[config.mk]
export PLATFORM = sky130hd
export DESIGN_NAME = sync_slave_rx
export DESIGN_NICKNAME = d
export VERILOG_FILES = /design/src/rtl/sync_rx_pkg.sv /design/src/rtl/sync_rx_sync.sv /design/src/rtl/sync_rx_shift.sv /design/src/rtl/sync_rx_fifo.sv /design/src/rtl/sync_slave_rx.sv
export SDC_FILE = /design/constraint.sdc
export NUM_CORES = 1
export LEC_CHECK = 0
export BUFFER_PORTS_ARGS = -buffer_cell sky130_fd_sc_hd__buf_2
export CORE_UTILIZATION = 35
export CTS_BUF_LIST = sky130_fd_sc_hd__clkbuf_4 sky130_fd_sc_hd__clkbuf_8
export CTS_CLUSTER_SIZE = 14
export DETAILED_ROUTE_END_ITERATION = 8
export PLACE_DENSITY_LB_ADDON = 0.12
export REMOVE_ABC_BUFFERS = 1
export SYNTH_ARGS = -nofsm -noshare
export SYNTH_HDL_FRONTEND = slang
export SYNTH_SLANG_ARGS = --single-unit
[constraint.sdc]
create_clock -name clk -period 2.9 [get_ports clk]
set_input_delay 0 -clock clk [delete_from_list [all_inputs] [get_ports clk]]
set_output_delay 0 -clock clk [all_outputs]
set_load 0.005 [all_outputs]
[src/rtl/sync_rx_pkg.sv]
package sync_rx_pkg;
  localparam int unsigned CHAR_W = 8;

  typedef struct packed {
    logic              hi;
    logic [CHAR_W-1:0] lo;
  } rx_char_t;
endpackage

[src/rtl/sync_rx_sync.sv]
module sync_rx_sync #(
  parameter int unsigned        WIDTH   = 1,
  parameter int unsigned        STAGES  = 2,
  parameter logic [WIDTH-1:0]   RST_VAL = '0
) (
  input  logic             clk,
  input  logic             rst_n,
  input  logic [WIDTH-1:0] d,
  output logic [WIDTH-1:0] q
);
  logic [WIDTH-1:0] stg [STAGES];

  always_ff @(posedge clk or negedge rst_n)
    if (!rst_n) stg[0] <= RST_VAL;
    else        stg[0] <= d;

  for (genvar i = 1; i < STAGES; i++) begin : g_stage
    always_ff @(posedge clk or negedge rst_n)
      if (!rst_n) stg[i] <= RST_VAL;
      else        stg[i] <= stg[i-1];
  end

  assign q = stg[STAGES-1];
endmodule

[src/rtl/sync_rx_shift.sv]
module sync_rx_shift
  import sync_rx_pkg::*;
(
  input  logic     clk,
  input  logic     rst_n,
  input  logic     clr,
  input  logic     fall,
  input  logic     dat,
  input  logic     wide,
  output logic     done,
  output rx_char_t word
);
  localparam int unsigned CW = $clog2(CHAR_W + 2);

  logic [CHAR_W:0]  sh, nsh;
  logic [CW-1:0]    bcnt, last;

  assign nsh  = {dat, sh[CHAR_W:1]};
  assign last = wide ? CW'(CHAR_W) : CW'(CHAR_W - 1);
  assign done = !clr && fall && (bcnt == last);

  always_comb begin
    word.hi = wide ? nsh[CHAR_W] : 1'b0;
    word.lo = wide ? nsh[CHAR_W-1:0] : nsh[CHAR_W:1];
  end

  always_ff @(posedge clk or negedge rst_n)
    if (!rst_n) begin
      sh   <= '0;
      bcnt <= '0;
    end else if (clr) begin
      bcnt <= '0;
    end else if (fall) begin
      sh   <= nsh;
      bcnt <= done ? '0 : bcnt + 1'b1;
    end

  // a disabled receiver holds no partial character
  p_idle_r9: assert property (@(posedge clk) disable iff (!rst_n)
    clr |=> (bcnt == '0));
endmodule

[src/rtl/sync_rx_fifo.sv]
module sync_rx_fifo
  import sync_rx_pkg::*;
#(
  parameter int unsigned DEPTH = 2
) (
  input  logic     clk,
  input  logic     rst_n,
  input  logic     flush,
  input  logic     push,
  input  rx_char_t wdata,
  input  logic     pop,
  output rx_char_t rdata,
  output logic     valid,
  output logic     full
);
  localparam int unsigned AW = (DEPTH > 1) ? $clog2(DEPTH) : 1;
  localparam int unsigned CW = $clog2(DEPTH + 1);
  localparam logic [AW-1:0] LAST = AW'(DEPTH - 1);

  rx_char_t          mem [DEPTH];
  logic [AW-1:0]     rp, wp;
  logic [CW-1:0]     cnt;
  logic              wr, rd;

  assign valid = (cnt != '0);
  assign full  = (cnt == CW'(DEPTH));
  assign rd    = pop && valid;
  assign wr    = push && (!full || rd);
  assign rdata = mem[rp];

  always_ff @(posedge clk)
    if (wr && !flush) mem[wp] <= wdata;

  always_ff @(posedge clk or negedge rst_n)
    if (!rst_n) begin
      rp <= '0; wp <= '0; cnt <= '0;
    end else if (flush) begin
      rp <= '0; wp <= '0; cnt <= '0;
    end else begin
      if (wr) wp <= (wp == LAST) ? '0 : wp + 1'b1;
      if (rd) rp <= (rp == LAST) ? '0 : rp + 1'b1;
      case ({wr, rd})
        2'b10:   cnt <= cnt + 1'b1;
        2'b01:   cnt <= cnt - 1'b1;
        default: cnt <= cnt;
      endcase
    end

  // occupancy never exceeds the queue depth
  p_no_overflow_r5: assert property (@(posedge clk) disable iff (!rst_n)
    cnt <= CW'(DEPTH));
  // a lone pop lowers occupancy by one
  p_pop_step_r4: assert property (@(posedge clk) disable iff (!rst_n)
    (!flush && !push && pop && valid) |=> (cnt == $past(cnt) - 1'b1));
  // simultaneous push and pop keep occupancy
  p_swap_r7: assert property (@(posedge clk) disable iff (!rst_n)
    (!flush && push && pop && valid) |=> (cnt == $past(cnt)));
endmodule

[src/rtl/sync_slave_rx.sv]
module sync_slave_rx
  import sync_rx_pkg::*;
#(
  parameter int unsigned DEPTH = 2
) (
  input  logic              clk,
  input  logic              rst_n,
  input  logic              ser_clk,
  input  logic              ser_dat,
  input  logic              port_en,
  input  logic              sync_mode,
  input  logic              master_sel,
  input  logic              cont_en,
  input  logic              wide_en,
  input  logic              irq_en,
  input  logic              rd_ready,
  output logic              rd_valid,
  output logic [CHAR_W-1:0] rd_data,
  output logic              rd_bit9,
  output logic              overrun,
  output logic              irq
);
  logic     sclk_s, sdat_s, sclk_d, fall;
  logic     rx_en, done, full, pop, flush;
  rx_char_t word, head;

  sync_rx_sync #(.WIDTH(2), .STAGES(2), .RST_VAL(2'b10)) u_sync (
    .clk(clk), .rst_n(rst_n), .d({ser_clk, ser_dat}), .q({sclk_s, sdat_s}));

  always_ff @(posedge clk or negedge rst_n)
    if (!rst_n) sclk_d <= 1'b1;
    else        sclk_d <= sclk_s;

  assign fall  = sclk_d && !sclk_s;
  assign flush = !port_en;
  assign rx_en = port_en && sync_mode && !master_sel && cont_en && !overrun;
  assign pop   = rd_valid && rd_ready;

  sync_rx_shift u_shift (
    .clk(clk), .rst_n(rst_n), .clr(!rx_en), .fall(fall), .dat(sdat_s),
    .wide(wide_en), .done(done), .word(word));

  sync_rx_fifo #(.DEPTH(DEPTH)) u_fifo (
    .clk(clk), .rst_n(rst_n), .flush(flush), .push(done), .wdata(word),
    .pop(pop), .rdata(head), .valid(rd_valid), .full(full));

  always_ff @(posedge clk or negedge rst_n)
    if (!rst_n)                    overrun <= 1'b0;
    else if (!port_en || !cont_en) overrun <= 1'b0;
    else if (done && full && !pop) overrun <= 1'b1;

  assign rd_data = head.lo;
  assign rd_bit9 = head.hi;
  assign irq     = rd_valid && irq_en;

  // overrun is sticky while both enables stay set
  p_overrun_hold_r6: assert property (@(posedge clk) disable iff (!rst_n)
    (overrun && cont_en && port_en) |=> overrun);
  // clearing either enable clears overrun
  p_clear_r8: assert property (@(posedge clk) disable iff (!rst_n)
    (!cont_en || !port_en) |=> !overrun);
  // clearing the port enable empties the queue
  p_flush_r8: assert property (@(posedge clk) disable iff (!rst_n)
    !port_en |=> !rd_valid);
  // overrun only rises from a completion into a full, unpopped queue
  p_overrun_cause_r6: assert property (@(posedge clk) disable iff (!rst_n)
    $rose(overrun) |-> $past(rd_valid && !rd_ready));
endmodule

### Word-level counts from Yosys, hierarchy flattened

Memories as Yosys holds them, arrays and structs flattened.
Cells that the tools add are included.

* equal/unequal tests: 8
* $add $sub $neg: 5
* mux-type cells: 18
* reduce and logical (&&, ||, !) cells: 26

Operator list (count)
* $mux W4: 4
* $logic_and A1 B1 Y1: 14
* $mux W1: 11
* $mux W8: 1
* $logic_not A1 Y1: 7
* $ne A2 B1 Y1 const B: 3
* $add A4 B1 Y4 const B: 1
* $eq A2 B2 Y1 const B: 2
* $eq A4 B4 Y1: 1
* $pmux W2 S2: 1
* $reduce_bool A2 Y1: 2
* $ne A3 B1 Y1 const B: 1
* $add A1 B1 Y1 const B: 2
* $add A2 B1 Y2 const B: 1
* $eq A2 B1 Y1 const B: 1
* $logic_or A1 B1 Y1: 2
* $mux W2: 1
* $reduce_and A2 Y1: 1
* $sub A2 B1 Y2 const B: 1

* memory bits (writable): 18
* memories kept: 1
* input bits: 11
* flip-flop bits (word level): 23
* logic and storage cells: 67

Memory list
* u_fifo.mem: depth 2, width 9, rd ports 1, clocked after memory_dff 0, write ports 1, RTL line sync_rx_fifo.sv:20 `rx_char_t mem [DEPTH];`

### Longest topological paths before layout

* depth after elaboration: 10
* depth in mapped cells: 5
* depth with buffers taken out: 4

### Modules after synthesis

From an unflattened synthesis, not the netlist that was laid out.

* cell total of the unflattened synthesis: 123
* area, all modules: 1784.2 um2

Modules (own cells, without submodules)
* sync_rx_fifo: cells an instance 55, instances 1, area each 907.1 um2, sequential area each 640.6 um2
* sync_rx_shift: cells an instance 50, instances 1, area each 660.6 um2, sequential area each 300.3 um2
* sync_rx_sync: cells an instance 6, instances 1, area each 117.6 um2, sequential area each 102.6 um2
* sync_slave_rx: cells an instance 12, instances 1, area each 98.8 um2, sequential area each 51.3 um2

### Least setup slack after synthesis

No wires, ideal clock.

* path kind: register -> register
* from: register u_shift.bcnt[2]
* to: memory u_fifo.mem[0][0] (netlist name), enable pin
* data arrival time: 1.813 ns
* clock period less this slack: 2.200 ns
* slack: 0.700 ns
* cell stages (with the launch flop): 5
* buffers on the path: 0
* cells stage by stage: dfrtp_1 > nor4b_4 > a2bb2oi_2 > or2_4 > nor3_1

* cells in the longest elaborated chain, start to end: 6

Ends and longest elaborated chain
* start, declared: RTL line sync_rx_shift.sv:16 `logic [CW-1:0] bcnt, last;`
* start signal, assigned: RTL line sync_rx_shift.sv:35 `bcnt <= done ? '0 : bcnt + 1'b1;`
* $eq A4 B4 Y1: RTL line sync_rx_shift.sv:20 `assign done = !clr && fall && (bcnt == last);`
* $logic_and A1 B1 Y1: RTL line sync_rx_shift.sv:20
* $logic_and A1 B1 Y1: RTL line sync_rx_fifo.sv:28 `assign wr = push && (!full || rd);`
* $logic_and A1 B1 Y1: RTL line sync_rx_fifo.sv:32 `if (wr && !flush) mem[wp] <= wdata;`
* $mux W1: RTL line sync_rx_fifo.sv:32
* $mux W1 (implied by the code): RTL line sync_rx_fifo.sv:32
* end, declared: RTL line sync_rx_fifo.sv:20

Every way passes these cells.

### Worst setup path after layout

* from: register sclk_d
* to: memory u_fifo.mem[0][0] (netlist name), enable pin

* cells in the longest elaborated chain, start to end: 7

Ends and longest elaborated chain
* start, declared: RTL line sync_slave_rx.sv:23 `logic sclk_s, sdat_s, sclk_d, fall;`
* start signal, assigned: RTL line sync_slave_rx.sv:32 `else sclk_d <= sclk_s;`
* $logic_and A1 B1 Y1: RTL line sync_slave_rx.sv:34 `assign fall = sclk_d && !sclk_s;`
* $logic_and A1 B1 Y1 (2 in series): RTL line sync_rx_shift.sv:20
* $logic_and A1 B1 Y1: RTL line sync_rx_fifo.sv:28
* $logic_and A1 B1 Y1: RTL line sync_rx_fifo.sv:32
* $mux W1: RTL line sync_rx_fifo.sv:32
* $mux W1 (implied by the code): RTL line sync_rx_fifo.sv:32

Every way passes these cells.

==> run summary <==
Outcome - complete, no violations
Final hold violations - 0
PortBufs - 22
Initial DRT Pass Iterations - 4
Top cell type's share of synthesized area - 31.1%
End of the worst hold path - u_fifo.wp
First-pass GRT wire length - 4740 um
Clock Power Share - 40.8%
Synth-to-Final Area Change - 19.4%
Final period util - 68.5%
Post-CTS sizing - 0
Clock Latency Late Sink - 0.29 ns
Lkg Pwr - 0.000898 uW
Vias - 1023
Io pins - 23
Fin nets - 164
Wire length per cell - 13.0 um
CP dominant cell by count - buf_4
Clock Skews - 0.00658 ns
Mapped cell area - 1740 um2
Design area - 2070 um2
Setup crit end kind - flop
Postcts setup bufs - 0
Met2 usage - 20.8%
RR Endpoint - u_fifo.mem[0][0]
Logic gate share of total power - 4.0%
Top cells by area, synth - edfxtp_1, dfrtp_1, mux2_2
Max_cap viols - 0
R2R Setup Slk - 0.91 ns
M3 GR Usage - 3.33%
Busiest layer in global routing - met2
Die area - 5250 um2
Clock transition at the registers of the reported paths - 0.07 ns
FF-to-FF path depth - 6
Post-synth EDFFs - 18
Worst EP arrival - 1.98 ns
Final ANT Viol Nets - 0
Max Fclk - 504 MHz
Worst r2r src - sclk_d
CTS H-tree lvls - 2
Worst Hold Depth - 3
Async SR Flop Fraction - 55.0%
CTS tree - yes
Worst-margin pin slew - 0.493 ns
Placement Cell Area - 1930 um2
Root Buffer - clkbuf_8
Switching fraction of total power - 19.4%
CP max stage delay - 0.53 ns
WS Path Type - flop to flop
Grt ovf - 0
Syn Inst Count - 121
Layout cells sized above 1 - 42.5%
Initial antenna violation count - 0
Core Box Area - 4750 um2
Vias per inst - 4.65
Mean Syn Cell Area - 14.4 um2
Placed cells - 209
Synth area leader - edfxtp_1
Final core occ - 43.6%
Cts bufs inserted - 5
Post-Layout Cell Count - 220
Critical Path RT - 2.89 ns
Chip Height - 72.4 um
Cell chain of the critical path - nor2b_1 > nand4_1 > buf_4 > or2_4 > nor3_1 > buf_4
Hpwl dp - 1990 um
# rows - 25
Largest net degree at the start of global routing - 23
Critical path peak fanout - 11
Top_reg_cell synth - dfrtp_1
Sequential power share - 55.2%
Fillers - 450
Most frequent cell after synthesis - mux2_2
Fin crit period - 1.99 ns
Vias in the first global route - 1024
Final GP Congestion - 0.780
Clk sink count - 40
N_diodes - 0
Starting density of the core - 36.5%
CP startpoint kind - flop
Hold_sp - port_en
RSZ-0062 raised after global routing - no
CTS max path bufs - 2
Max VDD drop - 0.286 mV
Total internal power - 889 uW
Synth top cells by count - mux2_2, dfrtp_1, edfxtp_1, nand2_1
Pwr/cell area - 532 nW/um2
Total track usage - 12.5%
DRC Markers - 0
Slew headroom - 67.1%
Setup_tns - 0 ns
DR iter-0 viols - 42
Slowest library cell on the worst path - dfstp_2
Final wirelength - 2860 um
Synth Register Bits - 40
Final setup vio count - 0
Fin. max-slew vios - 0
Register area share after synthesis - 63.0%
NetSw - 214 uW
Library cells used by synthesis - 32
Ys Warns - 0
Hold crit path type - input port to flop
DIE WIDTH - 72.4 um
GR Util met1 - 14.5%
Total Power Consumption - 1100 uW
metal layers:
layer | vias to the layer above | wire (um)
met2 | 22 | 1410
met5 | - | 0
li1 | 505 | -
met1 | 489 | 1280
met4 | 0 | 66
met3 | 7 | 106
metrics by stage:
| stage | setup slack (ns) | hold slack (ns) |
|---|---|---|
| 2_1_floorplan | 0.399 | -0.296 |
| 3_3_place_gp | 0.940 | -0.0109 |
| 3_5_place_dp | 0.863 | -0.00269 |
| 4_1_cts | 0.855 | 0.00276 |
| 5_1_grt | 0.686 | 0.0207 |
| 6_report | 0.915 | 0.0118 |
layout by cell type, fill, tap and decap left out, types with 3 or more instances in the layout:
cell type	instances
a21oi_1	5
and2_1	5
buf_2	22
clkbuf_8	5
dfrtp_1	19
dfstp_2	3
dlygate4sd3_1	3
edfxtp_1	18
mux2_2	25
nand2_1	8
nand2b_1	3
nand3_1	3
nor2_1	3
o21ai_0	3
sequential cells by signal (all words and copies together), names as in the netlist:
register / cells
u_fifo.rp: 1
u_fifo.mem: 18
u_sync.q: 2
u_sync.stg: 2
u_fifo.cnt: 2
u_shift.sh: 8
u_shift.bcnt: 4
overrun: 1
u_fifo.wp: 1
sclk_d: 1
critical path, delay by kind of cell, from the launching register on:
kind	cells	cell delay, ns
AND/OR/NAND/NOR	4	0.74
buffers and inverters	2	0.43
flip-flops	1	0.53
worst max-delay path by stage:
stage | slack [ns] | startpoint | cells past startpoint | end
2_1_floorplan | 0.40 | sclk_d | 4 | u_fifo.mem[0][0]
3_3_place_gp | 0.94 | sclk_d | 5 | u_fifo.mem[1][1]
3_5_place_dp | 0.86 | sclk_d | 5 | u_fifo.mem[1][4]
4_1_cts | 0.85 | sclk_d | 5 | u_fifo.mem[1][0]
5_1_grt | 0.69 | sclk_d | 5 | u_fifo.mem[1][1]
6_report | 0.91 | sclk_d | 6 | u_fifo.mem[0][0]
cell families (layout without fill, tap and decap cells):
family,Yosys count,in the layout,synth area share (%)
muxes,27,27,17.4
DFF,40,40,63.0
AOI/OAI and AO/OA,13,13,4.83
xor gates and xnor gates,2,2,1.01
adders and majority gates,1,1,0.720
buffers and inverters,4,36,1.01
and+or+nand+nor,34,34,12.0
layout make-up:
cell class | instances | area [um2] | share of cell area (%)
Inverter | 1 | 3.75 | 0.181
Multi-Input combinational cell | 77 | 624 | 30.1
Clock inverter | 2 | 35.0 | 1.69
Timing Repair Buffer | 27 | 155 | 7.48
Sequential cell | 40 | 1090 | 52.8
Tap cell | 67 | 83.8 | 4.04
Clock buffer | 6 | 76.3 | 3.68
timing repair:
item | CTS | global route
endpoints found under the hold margin | 21 | 0
endpoints found under the setup margin | 0 | 0
hold buffers | 3 | 0
power by group through the flow:
stage | sequential (uW) | combinational, uW | clock, uW
floorplan | 619 | 21.2 | 0
global placement | 621 | 40.2 | 0
detailed placement | 621 | 41.7 | 0
CTS | 609 | 44.8 | 469
global route | 610 | 49.5 | 498
finish | 609 | 43.9 | 450
No activity file was read; power rests on OpenSTA's default activity.
